`config.mk`:
```
export PLATFORM = sky130hd
export DESIGN_NAME = fir_tx_seg_alloc
export DESIGN_NICKNAME = d
export VERILOG_FILES = /design/src/rtl/tfa_pkg.sv /design/src/rtl/tfa_sym_hist.sv /design/src/rtl/tfa_cfg_gate.sv /design/src/rtl/tfa_seg_map.sv /design/src/rtl/fir_tx_seg_alloc.sv
export SDC_FILE = /design/constraint.sdc
export NUM_CORES = 1
export LEC_CHECK = 0
export BUFFER_PORTS_ARGS = -buffer_cell sky130_fd_sc_hd__buf_2
export CORE_ASPECT_RATIO = 0.6
export CORE_MARGIN = 2
export CORE_UTILIZATION = 40
export CTS_CLUSTER_DIAMETER = 200
export DETAILED_ROUTE_END_ITERATION = 8
export GPL_TIMING_DRIVEN = 0
export HOLD_SLACK_MARGIN = 0.12
export SLEW_MARGIN = 20
export SYNTH_ARGS = -nofsm -noshare
export SYNTH_HDL_FRONTEND = slang
export SYNTH_SLANG_ARGS = --single-unit
```
`constraint.sdc`:
```
create_clock -name clk -period 4.7 [get_ports clk]
set_input_delay 0.94 -clock clk [delete_from_list [all_inputs] [get_ports clk]]
set_output_delay 0.94 -clock clk [all_outputs]
set_load 0.01 [all_outputs]
```
`src/rtl/tfa_pkg.sv`:
```
package tfa_pkg;
  localparam int TAPS_DEF  = 5;
  localparam int CRS_DEF   = 7;
  localparam int FIN_W_DEF = 4;
  localparam int MAG_W_DEF = 7;

  // bit 1 of a Gray symbol code: 1 = positive level
  function automatic logic sym_positive(input logic [1:0] code);
    return code[1];
  endfunction

  // bit 0 clear selects the outer (level 3) swing
  function automatic logic sym_full(input logic [1:0] code);
    return ~code[0];
  endfunction
endpackage

```
`src/rtl/tfa_sym_hist.sv`:
```
module tfa_sym_hist #(
  parameter int NTAP = 5
) (
  input  logic                  clk,
  input  logic                  rst_n,
  input  logic [1:0]            sym_in,
  output logic [NTAP-1:0][1:0]  tap_sym
);
  always_ff @(posedge clk or negedge rst_n) begin
    if (!rst_n) begin
      tap_sym <= '0;
    end else begin
      tap_sym[0] <= sym_in;
      for (int k = 1; k < NTAP; k++) tap_sym[k] <= tap_sym[k-1];
    end
  end
endmodule

```
`src/rtl/tfa_cfg_gate.sv`:
```
module tfa_cfg_gate #(
  parameter int NTAP  = 5,
  parameter int MAG_W = 7
) (
  input  logic                          clk,
  input  logic                          rst_n,
  input  logic                          load,
  input  logic [NTAP*(MAG_W+1)-1:0]     wt_in,
  output logic [NTAP-1:0][MAG_W-1:0]    act_mag,
  output logic [NTAP-1:0]               act_sgn,
  output logic                          cfg_err
);
  localparam int WT_W   = MAG_W + 1;
  localparam int SUM_W  = MAG_W + $clog2(NTAP) + 1;
  localparam int FULL_U = (1 << MAG_W) - 1;

  logic [SUM_W-1:0] mag_sum;
  logic             load_bad;
  logic [NTAP*WT_W-1:0] act_flat;

  always_comb begin
    mag_sum = '0;
    for (int k = 0; k < NTAP; k++)
      mag_sum = mag_sum + SUM_W'(wt_in[k*WT_W +: MAG_W]);
    load_bad = (mag_sum > SUM_W'(FULL_U));
  end

  always_ff @(posedge clk or negedge rst_n) begin
    if (!rst_n) begin
      act_mag <= '0;
      act_sgn <= '0;
      cfg_err <= 1'b0;
    end else if (load) begin
      if (load_bad) begin
        cfg_err <= 1'b1;
      end else begin
        cfg_err <= 1'b0;
        for (int k = 0; k < NTAP; k++) begin
          act_mag[k] <= wt_in[k*WT_W +: MAG_W];
          act_sgn[k] <= wt_in[k*WT_W + MAG_W];
        end
      end
    end
  end

  for (genvar k = 0; k < NTAP; k++) begin : g_flat
    assign act_flat[k*WT_W +: WT_W] = {act_sgn[k], act_mag[k]};
  end


  reject_keeps_cfg_chk: assert property (@(posedge clk) disable iff (!rst_n)
    (load && load_bad) |=> $stable(act_flat));

  err_raise_chk: assert property (@(posedge clk) disable iff (!rst_n)
    (load && load_bad) |=> cfg_err);

  accept_applies_chk: assert property (@(posedge clk) disable iff (!rst_n)
    (load && !load_bad) |=> (act_flat == $past(wt_in)) && !cfg_err);
endmodule

```
`src/rtl/tfa_seg_map.sv`:
```
module tfa_seg_map #(
  parameter int NTAP  = 5,
  parameter int NCRS  = 7,
  parameter int FIN_W = 4,
  parameter int MAG_W = 7
) (
  input  logic [NTAP-1:0][MAG_W-1:0] act_mag,
  input  logic [NTAP-1:0]            act_sgn,
  input  logic [NTAP-1:0][1:0]       tap_sym,
  output logic [NCRS-1:0]            crs_en,
  output logic [NCRS-1:0]            crs_pol,
  output logic [NCRS-1:0]            crs_big,
  output logic [NTAP*FIN_W-1:0]      fin_en,
  output logic [NTAP-1:0]            fin_pol,
  output logic [NTAP-1:0]            fin_big
);
  localparam int CW = MAG_W - FIN_W;
  localparam int BW = $clog2(NTAP * (1 << CW) + 1);

  logic [CW-1:0] cnt  [NTAP];
  logic [BW-1:0] base [NTAP];

  // running start index of each tap's slice of the coarse pool
  always_comb begin
    for (int k = 0; k < NTAP; k++) cnt[k] = act_mag[k][MAG_W-1:FIN_W];
    base[0] = '0;
    for (int k = 1; k < NTAP; k++) base[k] = base[k-1] + BW'(cnt[k-1]);
  end

  for (genvar j = 0; j < NCRS; j++) begin : g_crs
    logic hit_en, hit_pol, hit_big;
    always_comb begin
      hit_en  = 1'b0;
      hit_pol = 1'b0;
      hit_big = 1'b0;
      for (int k = 0; k < NTAP; k++) begin
        if ((BW'(j) >= base[k]) && (BW'(j) < base[k] + BW'(cnt[k]))) begin
          hit_en  = 1'b1;
          hit_pol = tfa_pkg::sym_positive(tap_sym[k]) ^ act_sgn[k];
          hit_big = tfa_pkg::sym_full(tap_sym[k]);
        end
      end
    end
    assign crs_en[j]  = hit_en;
    assign crs_pol[j] = hit_pol;
    assign crs_big[j] = hit_big;
  end

  for (genvar k = 0; k < NTAP; k++) begin : g_fin
    logic fin_live;
    assign fin_live = |act_mag[k][FIN_W-1:0];
    assign fin_en[k*FIN_W +: FIN_W] = act_mag[k][FIN_W-1:0];
    assign fin_pol[k] = fin_live & (tfa_pkg::sym_positive(tap_sym[k]) ^ act_sgn[k]);
    assign fin_big[k] = fin_live & tfa_pkg::sym_full(tap_sym[k]);
  end
endmodule

```
`src/rtl/fir_tx_seg_alloc.sv`:
```
module fir_tx_seg_alloc #(
  parameter int NTAP  = tfa_pkg::TAPS_DEF,
  parameter int NCRS  = tfa_pkg::CRS_DEF,
  parameter int FIN_W = tfa_pkg::FIN_W_DEF,
  parameter int MAG_W = tfa_pkg::MAG_W_DEF
) (
  input  logic                        clk,
  input  logic                        rst_n,
  input  logic [1:0]                  sym_in,
  input  logic                        cfg_load,
  input  logic [NTAP*(MAG_W+1)-1:0]   cfg_wt,
  output logic                        cfg_err,
  output logic [NCRS-1:0]             crs_en,
  output logic [NCRS-1:0]             crs_pol,
  output logic [NCRS-1:0]             crs_big,
  output logic [NTAP*FIN_W-1:0]       fin_en,
  output logic [NTAP-1:0]             fin_pol,
  output logic [NTAP-1:0]             fin_big
);
  localparam int CRS_UNIT = 1 << FIN_W;
  localparam int FULL_U   = (1 << MAG_W) - 1;

  logic [NTAP-1:0][1:0]       tap_sym;
  logic [NTAP-1:0][MAG_W-1:0] act_mag;
  logic [NTAP-1:0]            act_sgn;
  logic [NCRS-1:0]            crs_en_n, crs_pol_n, crs_big_n;
  logic [NTAP*FIN_W-1:0]      fin_en_n;
  logic [NTAP-1:0]            fin_pol_n, fin_big_n;

  tfa_sym_hist #(.NTAP(NTAP)) u_hist (
    .clk(clk), .rst_n(rst_n), .sym_in(sym_in), .tap_sym(tap_sym)
  );

  tfa_cfg_gate #(.NTAP(NTAP), .MAG_W(MAG_W)) u_cfg (
    .clk(clk), .rst_n(rst_n), .load(cfg_load), .wt_in(cfg_wt),
    .act_mag(act_mag), .act_sgn(act_sgn), .cfg_err(cfg_err)
  );

  tfa_seg_map #(.NTAP(NTAP), .NCRS(NCRS), .FIN_W(FIN_W), .MAG_W(MAG_W)) u_map (
    .act_mag(act_mag), .act_sgn(act_sgn), .tap_sym(tap_sym),
    .crs_en(crs_en_n), .crs_pol(crs_pol_n), .crs_big(crs_big_n),
    .fin_en(fin_en_n), .fin_pol(fin_pol_n), .fin_big(fin_big_n)
  );

  // segment words change only at the clock edge
  always_ff @(posedge clk or negedge rst_n) begin
    if (!rst_n) begin
      crs_en  <= '0;
      crs_pol <= '0;
      crs_big <= '0;
      fin_en  <= '0;
      fin_pol <= '0;
      fin_big <= '0;
    end else begin
      crs_en  <= crs_en_n;
      crs_pol <= crs_pol_n;
      crs_big <= crs_big_n;
      fin_en  <= fin_en_n;
      fin_pol <= fin_pol_n;
      fin_big <= fin_big_n;
    end
  end

  // observation wires for the properties
  logic [NCRS:0]   crs_fill;
  logic [NTAP-1:0] fin_any;
  int              out_units;

  assign crs_fill = {1'b0, crs_en} + (NCRS+1)'(1);
  for (genvar k = 0; k < NTAP; k++) begin : g_any
    assign fin_any[k] = |fin_en[k*FIN_W +: FIN_W];
  end

  always_comb begin
    out_units = CRS_UNIT * int'($countones(crs_en));
    for (int k = 0; k < NTAP; k++)
      for (int b = 0; b < FIN_W; b++)
        if (fin_en[k*FIN_W + b]) out_units = out_units + (1 << b);
  end


  coarse_packed_chk: assert property (@(posedge clk) disable iff (!rst_n)
    $countones(crs_fill) == 1);

  idle_seg_quiet_chk: assert property (@(posedge clk) disable iff (!rst_n)
    ((crs_pol | crs_big) & ~crs_en) == '0);

  fine_quiet_chk: assert property (@(posedge clk) disable iff (!rst_n)
    ((fin_pol | fin_big) & ~fin_any) == '0);

  peak_bound_chk: assert property (@(posedge clk) disable iff (!rst_n)
    out_units <= FULL_U);
endmodule

```
==> qor.yml, run 1 <==
timing:
  fmax_mhz: 218.1
  tns_ns: 0
  slew_headroom_pct: 22.28
  finalSetupViolations: 0
  tightest_slew_ns: 1.155
  finalCriticalPeriod_ns: 4.585
  finalMaxSlewViolations: 0
  skew_ns: 0.007211
  hold_viol: 0
  finalCritPeriodShare_pct: 97.56
clock_tree:
  clock-sinks: 102
  cts_root_buf: "clkbuf_16"
  numCtsBuffers: 9
  insertion_delay_ns: 0.35
  cts_hold_buffers: 0
  cts_buffer_depth: 2
  cts_tree: "done"
  htreeDepth: 3
  clkTransAtPathRegs_ns: 0.07
grt:
  grt_max_degree: 84
  grt.overflow.total: 0
  grt_pass1_wl_um: 26410
  antenna_found_initial: 0
  grt_pass1_vias: 4756
  grt_use_total_pct: 22.07
critical_path:
  crit_path_start: "cfg_wt[0]"
  path_max_fanout: 8
  cp.arrival_ns: 4.82
  worst_setup_path_end_kind: "flop"
  r2r_start: "u_cfg.act_mag[4]"
  worstSetupPathType: "input port to flop"
  cp-start-kind: "input port"
  crit_required_ns: 4.94
die:
  die_h_um: 98.12
  ios: 97
  core_area_um2: 14460
  die-area_um2: 15780
  fp.dieW_um: 160.9
  rows: 34
  initial_core_util_pct: 40.83
layout:
  fillers: 1346
  fin_nets: 763
  layout-drive-gt1-share_pct: 32.84
  finish.utilization_pct: 50.67
  n_antenna_cell: 0
  design_area_um2: 7328
  register_area_um2: 2554
  multiInputGateArea_um2: 3221
  syn_to_final_growth_pct: 24.09
min_path:
  hold_path.class: "flop to flop"
  worstHoldStart: "u_hist.tap_sym[4]"
synthesis:
  syn_nets: 639
  synthCells: 547
  async_flop_share_pct: 100.0
  synth_cell_type_count: 75
  syn_area_um2: 5906
  ys_warn_count: 0
  synthFlopType: "dfrtp_1"
  ys_ff_latch: 102
  synth_enable_flop_cells: 0
  ys_seq_area_share_pct: 43.22
  syn-mean-instance-area_um2: 10.80
flow_run:
  drv_cap: 0
status:
  status: "finished, final reports clean"
drt:
  drt_first_pass_iters: 4
  via_per_inst: 5.517
  dr.first_iter.drc_count: 343
  drcViolationCount: 0
  dr_total_vias: 4822
  routed_wl_um: 17170
  drtAntennaViolNets: 0
  routedWlPerCell_um: 19.64
place:
  io_buffers: 96
  post_dp_cell_area_um2: 6668
  gp_congestion: 0.9415
  place_hpwl_um: 13110
## layer usage
metal | vias up | global-route usage, % | share of wire, %
li1 | 2195 | - | -
met5 | - | 0 | 0
met4 | 0 | 5.975 | 1.2
met1 | 2411 | 35.31 | 51
met2 | 199 | 30.08 | 41
met3 | 17 | 4.248 | 7.0
## metrics by stage
stage,setup WS [ns],hold slack [ns],std cells
after global placement,-0.9052,0.3551,841
after CTS,0.002213,0.3872,863
after detailed placement,-1.022,0.3621,842
final,0.1148,0.3839,874
after floorplan,0.01408,0.3519,547
after global routing,-0.02988,0.3976,874
## worst max-delay path, stage by stage
cell and delay, ns:
buf_2 0.12, ha_2 0.20, fa_2 0.38, a21oi_2 0.12, nor2_1 0.05, nor2_2 0.15, o21bai_2 0.09, a21oi_2 0.17
xnor2_2 0.13, fa_1 0.49, inv_1 0.06, fa_1 0.51, inv_1 0.07, ha_4 0.28, nand4b_1 0.12, o21ai_2 0.18
nand3_4 0.23, clkbuf_16 0.25, mux2_2 0.27
## state kept, by name, indices dropped and copies added, names as in the netlist
signal,cells
u_cfg.act_mag,35
fin_en,20
fin_pol,5
u_cfg.act_sgn,5
u_hist.tap_sym,10
crs_pol,7
u_cfg.cfg_err,1
crs_en,7
crs_big,7
fin_big,5
## area by class of cell
class	count	area share [%]
Buffer	14	1.861
Multi-Input combinational cell	382	43.95
Clock inverter	7	1.007
Inverter	49	2.510
Sequential cell	102	34.85
Tap cell	198	3.381
Clock buffer	9	3.073
Timing Repair Buffer	113	9.373
## final timing paths
| kind | cells after the start | end | slack (ns) |
|---|---|---|---|
| max | 19 | u_cfg.act_sgn[3] | 0.11 |
| min | 0 | u_hist.tap_sym[6] | 0.38 |
| max reg2reg | 13 | crs_en[2] | 0.17 |
| min reg2reg | 0 | u_hist.tap_sym[6] | 0.38 |
| max in group asynchronous | 2 | fin_big[0] | 3.63 |
| min in group asynchronous | 1 | fin_en[16] | 0.42 |
## kinds of logic (layout without fill, tap and decap cells)
kind of cell,Yosys count,after routing,share of synthesized area (%)
flops,102,102,43.22
fa+ha+maj,47,47,12.37
xor+xnor,19,19,3.051
compound gates,102,102,12.01
simple gates,155,155,13.86
buf+inv,63,192,4.491
mux,59,59,11.00
## synthesized netlist by cell type (8+ instances only)
library cell | number | area share, %
mux2i_1 | 15 | 2.5
a21oi_1 | 26 | 2.2
inv_1 | 49 | 3.1
fa_1 | 19 | 6.4
ha_1 | 28 | 5.9
nor4_1 | 9 | 0.95
dfrtp_1 | 102 | 43
nor2_1 | 37 | 2.4
nand2_1 | 40 | 2.5
xnor2_1 | 12 | 1.8
o21ai_0 | 13 | 1.1
nand3_1 | 12 | 1.0
mux2_2 | 43 | 8.2
o22ai_1 | 8 | 0.85
## timing repair
item	CTS	global route
pin swaps	6	12
buffers inserted	5	8
gates resized for setup	20	27
setup endpoints to repair	61	47
gates cloned	0	3
## placed cells by master (no fill, tap or decap), types with 4 or more instances in the layout
cell type / instances
fa_2: 5
and3_1: 5
nor4_1: 9
buf_2: 96
nand3_1: 11
o221ai_1: 6
xor2_1: 6
clkbuf_16: 12
nor2_1: 35
nand2_1: 40
dfrtp_1: 101
nor3_1: 6
a211oi_1: 4
nand4_1: 5
o211ai_1: 4
a21oi_1: 23
o21ai_0: 11
o22ai_1: 7
a21o_1: 7
mux2i_1: 15
xnor2_1: 8
nor2b_1: 5
nand2b_1: 6
buf_6: 4
buf_4: 14
a21oi_2: 4
mux2_2: 43
fa_1: 14
ha_1: 25
clkbuf_1: 4
inv_1: 49
Power of run 1 is left out: the tool's default activity adds up to more than one toggle a clock period on the data nets, which glitch-free logic cannot reach.
==> run 2, diff against run 1 <==
--- a/config.mk
+++ b/config.mk
@@ -5,6 +5,7 @@
 export SDC_FILE = /design/constraint.sdc
 export NUM_CORES = 1
 export LEC_CHECK = 0
+export ABC_AREA = 1
 export BUFFER_PORTS_ARGS = -buffer_cell sky130_fd_sc_hd__buf_2
 export CORE_ASPECT_RATIO = 0.6
 export CORE_MARGIN = 2
==> qor.yml, run 2 <==
status:
  status: "finished, final reports clean"
drt:
  dr.first_iter.drc_count: 446
  routedWlPerCell_um: 16.62
  via_per_inst: 5.074
  drcViolationCount: 0
  dr_total_vias: 5272
  drt_first_pass_iters: 5
  routed_wl_um: 17270
  drtAntennaViolNets: 0
critical_path:
  reg2reg_setup_slack_ns: 0.27
  r2r_end: "crs_pol[2]"
  worstSetupPathType: "input port to flop"
  path_max_fanout: 8
  worst_setup_path_end_kind: "flop"
  r2r_start: "u_cfg.act_mag[4]"
  cp-start-kind: "input port"
  crit_path_start: "cfg_wt[0]"
  r2r_cells: 22
  cp.arrival_ns: 4.84
  crit_required_ns: 4.94
  crit_end: "u_cfg.act_sgn[1]"
synthesis:
  synth_top_cell_by_area: "dfrtp_1"
  ys_warn_count: 0
  synth_top_area_share_pct: 43.41
  async_flop_share_pct: 100.0
  ys_seq_area_share_pct: 43.41
  yosysMostFrequentCell: "nand2_1"
  syn_nets: 803
  synthFlopType: "dfrtp_1"
  synth_enable_flop_cells: 0
  syn-mean-instance-area_um2: 8.269
  ys_ff_latch: 102
  synthCells: 711
  synth_area_leaders: "dfrtp_1 43%, nand2_1 13%, fa_1 6.5%, nand3_1 6.3%, ha_1 6.0%"
  syn_area_um2: 5879
  synth_common_cells: "204 x nand2_1, 102 x dfrtp_1, 90 x inv_1, 74 x nand3_1"
  synth_cell_type_count: 35
grt:
  grt_max_degree: 61
  grt_use_total_pct: 22.89
  antenna_found_initial: 0
  grt.overflow.total: 0
  grt_pass1_wl_um: 27600
  grt_pass1_vias: 5088
min_path:
  hold_path.class: "flop to flop"
die:
  initial_core_util_pct: 40.77
  die-area_um2: 15720
  fp.dieW_um: 160.5
  die_h_um: 97.91
  ios: 97
  rows: 34
  core_area_um2: 14420
timing:
  tns_ns: 0
  finalCritPeriodShare_pct: 97.83
  tightest_slew_ns: 0.8689
  finalMaxSlewViolations: 0
  slew_headroom_pct: 41.88
  fmax_mhz: 217.5
  rsz0062_at_grt: "yes"
  skew_ns: 0.008233
  whs_ns: 0.3729
  finalSetupViolations: 0
  hold_viol: 0
  finalCriticalPeriod_ns: 4.598
place:
  place_hpwl_um: 13110
  io_buffers: 96
  placed_cells: 1006
  gp_congestion: 0.8660
layout:
  top_register: "u_cfg.act_mag"
  layout-drive-gt1-share_pct: 28.18
  finish.utilization_pct: 51.80
  fin_nets: 929
  final_common_cell: "nand2_1"
  n_antenna_cell: 0
  syn_to_final_growth_pct: 27.07
  layout_top_registers: "u_cfg.act_mag x35, fin_en x20, u_hist.tap_sym x10"
  largest_register_ffs: 35
  fin_cells: 1039
  layout_common_cells: "177 x nand2_1, 101 x dfrtp_1, 93 x buf_2"
clock_tree:
  cts_hold_buffers: 0
  clock-sinks: 102
  cts_tree: "done"
  insertion_delay_ns: 0.35
  clkTransAtPathRegs_ns: 0.07
  cts_root_buf: "clkbuf_16"
  cts_buffer_depth: 2
  numCtsBuffers: 9
  htreeDepth: 3
flow_run:
  drv_cap: 0
-- run 2: cell types whose count changed in the layout (fill, tap and decap cells not counted), sizes merged, moves of 7 or more --
cell and delta:
nand2 +184, a21o -7, and3 -7, a21oi -12, nand3 +67, mux2 -44
mux2i -15, o21ai +20, inv +48
-- run 2: worst max-delay path, stage by stage --
cell and delay (ns):
buf_6 0.10, ha_4 0.15, fa_2 0.35, nand3_2 0.10, nand2_2 0.05, nand2_2 0.08
nand2_2 0.06, a21oi_2 0.17, xor2_2 0.12, fa_1 0.52, inv_1 0.05, fa_1 0.50
inv_2 0.05, ha_4 0.29, nand2_4 0.06, a21oi_2 0.09, nand4_1 0.20, a221oi_4 0.36
buf_6 0.17, nand2_8 0.11, clkbuf_16 0.20, nand2_4 0.05, nand2_2 0.04
-- run 2: logic make-up after synthesis --
group           share of synthesized area (%)
compound gates                          6.491
xor+xnor                                1.937
fa+ha+maj                               12.43
buf+inv                                 7.065
flops                                   43.41
simple gates                            28.67
-- run 2: cell type report --
| cell class | count | area (um^2) |
|---|---|---|
| buffer | 13 | 128.9 |
| clock buffer | 10 | 239.0 |
| clock inverter | 5 | 50.05 |
| fill | 1375 | 6950 |
| inverter | 97 | 364.1 |
| multi-input combinational | 500 | 3176 |
| sequential | 102 | 2554 |
| tap | 198 | 247.7 |
| timing repair buffer | 114 | 711.9 |
-- run 2: routing by layer --
layer / routed length, um / vias to the layer above / global-route usage, % / part of all wire, %
li1: - / 2529 / - / -
met1: 8926 / 2549 / 36.58 / 52
met2: 6919 / 183 / 32.13 / 40
met3: 1289 / 11 / 4.163 / 7.5
met4: 133 / 0 / 4.574 / 0.77
met5: 0 / - / 0 / 0
-- run 2: worst min path at each step --
stage                            startpoint           endpoint  slack, ns  cells past startpoint
after floorplan           u_hist.tap_sym[0]  u_hist.tap_sym[2]       0.35                      0
after global placement    u_hist.tap_sym[2]  u_hist.tap_sym[4]       0.36                      0
after detailed placement  u_hist.tap_sym[2]  u_hist.tap_sym[4]       0.36                      0
after CTS                 u_hist.tap_sym[2]  u_hist.tap_sym[4]       0.38                      0
after global routing      u_hist.tap_sym[2]  u_hist.tap_sym[4]       0.40                      0
final                     u_hist.tap_sym[2]  u_hist.tap_sym[4]       0.37                      0
-- run 2: timing repair --
item | CTS | global route
setup endpoints to repair | 47 | 62
pin swaps | 5 | 25
gates resized for setup | 38 | 75
gates cloned | 3 | 2
buffers inserted | 3 | 10
-- run 2: per-stage QoR --
stage	cell area [um^2]	setup slack (ns)
final	7471	0.1021
after global routing	7471	-0.03875
after CTS	7106	0.02315
after detailed placement	6641	-0.7885
after global placement	6608	-0.6213
after floorplan	5879	0.1191
Power of run 2 is left out for the same reason.
==> run 3, diff against run 2 <==
--- a/config.mk
+++ b/config.mk
@@ -9,7 +9,7 @@
 export BUFFER_PORTS_ARGS = -buffer_cell sky130_fd_sc_hd__buf_2
 export CORE_ASPECT_RATIO = 0.6
 export CORE_MARGIN = 2
-export CORE_UTILIZATION = 40
+export CORE_UTILIZATION = 30
 export CTS_CLUSTER_DIAMETER = 200
 export DETAILED_ROUTE_END_ITERATION = 8
 export GPL_TIMING_DRIVEN = 0
==> qor.yml, run 3 (same netlist as run 2, synthesis figures left out) <==
timing:
  fin_ws_ns: 0.1178
  finalMaxSlewViolations: 0
  finalCritPeriodShare_pct: 97.49
  tns_ns: 0
  hold_viol: 0
  fmax_mhz: 218.2
  skew_ns: 0.009811
  finalSetupViolations: 0
  tightest_slew_ns: 0.8787
  slew_headroom_pct: 40.88
  finalCriticalPeriod_ns: 4.582
clock_tree:
  numCtsBuffers: 9
  clock-sinks: 102
  clkTransAtPathRegs_ns: 0.07
  cts_buffer_depth: 2
  cts_root_buf: "clkbuf_16"
  htreeDepth: 3
  cts_tree: "done"
  cts_hold_buffers: 0
  insertion_delay_ns: 0.37
critical_path:
  worstSetupPathType: "input port to flop"
  crit_required_ns: 5.01
  cp.arrival_ns: 4.89
  critPathSlowestCell: "fa_1"
  path_cells: "buf_2, ha_2, fa_2, nand3_2, nand2_1, nand2_1, nand2_1, a21oi_2, xor2_1, fa_1, inv_1, fa_1, inv_1, ha_4, nand2_1, a21oi_1, nand4_1, a221oi_4, buf_6, buf_6, nand3_1, nand2_1"
  path_delay_family: "adder cells"
  cp-start-kind: "input port"
  reg2reg_setup_slack_ns: 0.29
  path_common_cell: "nand2_1"
  worst_setup_path_end_kind: "flop"
  path_max_fanout: 10
  critical_path.max_stage_delay_ns: 0.49
  critPathBufInv: 5
place:
  place_ws_ns: -0.5618
  gp_congestion: 0.8872
  io_buffers: 96
  place_hpwl_um: 12780
  placed_cells: 1074
layout:
  multiInputGateArea_um2: 3033
  layout_common_cells: "203 x nand2_1, 101 x dfrtp_1, 96 x buf_2"
  fillers: 1983
  register_area_um2: 2554
  fin_nets: 920
  fin_cells: 1102
  largest_register_ffs: 35
  final_common_cell: "nand2_1"
  syn_to_final_growth_pct: 24.09
  top_register: "u_cfg.act_mag"
  layout-drive-gt1-share_pct: 22.69
  layout_top_registers: "u_cfg.act_mag x35, fin_en x20, u_hist.tap_sym x10"
die:
  die-area_um2: 20770
  core_area_um2: 19130
  fp.dieW_um: 184.7
  rows: 39
  die_h_um: 112.4
  ios: 97
  initial_core_util_pct: 30.74
drt:
  via_per_inst: 4.617
  drt_first_pass_iters: 5
  dr.first_iter.drc_count: 494
  drcViolationCount: 0
  routedWlPerCell_um: 14.91
  drtAntennaViolNets: 0
  routed_wl_um: 16430
  dr_total_vias: 5088
status:
  status: "finished, final reports clean"
grt:
  antenna_found_initial: 4
  grt.overflow.total: 0
  grt_pass1_wl_um: 25940
  grt_pass1_vias: 4717
  grt_use_total_pct: 16.38
  grt_max_degree: 57
min_path:
  hold_path.class: "flop to flop"
flow_run:
  drv_cap: 0
[run 3: layout make-up]
cell class	instances	share of cell area, %
multi-input cells	500	41.57
repair buffers	105	8.112
plain buffers	13	1.595
well taps	266	4.562
clock inverters	6	0.9261
flip-flops and latches	102	35.00
clock buffers	10	3.138
diodes	3	0.1029
inverters	97	4.991
[run 3: what timing repair did]
action                     CTS  global route
setup endpoints to repair   57            62
setup buffers                0             7
cloned                       0             2
pin swaps                    0             6
gates resized for setup     11            57
[run 3: metrics by stage]
step                util, %  hold WS [ns]  cell area (um^2)
detailed placement    35.16        0.3601              6726
finish                38.14        0.3742              7296
CTS                   36.87        0.3768              7052
floorplan                 -        0.3519              5879
global placement      34.99        0.3567              6693
global route          38.11        0.3885              7291
[run 3: path summary, 6_finish.rpt]
check | end | depth (start not counted) | from
max | u_cfg.act_mag[13] | 22 | cfg_wt[0]
min | u_hist.tap_sym[4] | 0 | u_hist.tap_sym[2]
max reg2reg | crs_pol[1] | 22 | u_cfg.act_mag[4]
min reg2reg | u_hist.tap_sym[4] | 0 | u_hist.tap_sym[2]
max in group asynchronous | crs_en[2] | 2 | rst_n
min in group asynchronous | fin_en[11] | 1 | rst_n
[run 3: per-layer routing]
layer  wire [um]  track usage, %  up-vias  share of wire (%)
met5          12               0        -              0.073
met1        8672           26.16     2398                 53
li1            -               -     2522                  -
met2        6110           21.05      150                 37
met3        1435           4.575       16                8.7
met4         204           4.444        2                1.2
Power of run 3 is left out for the same reason.
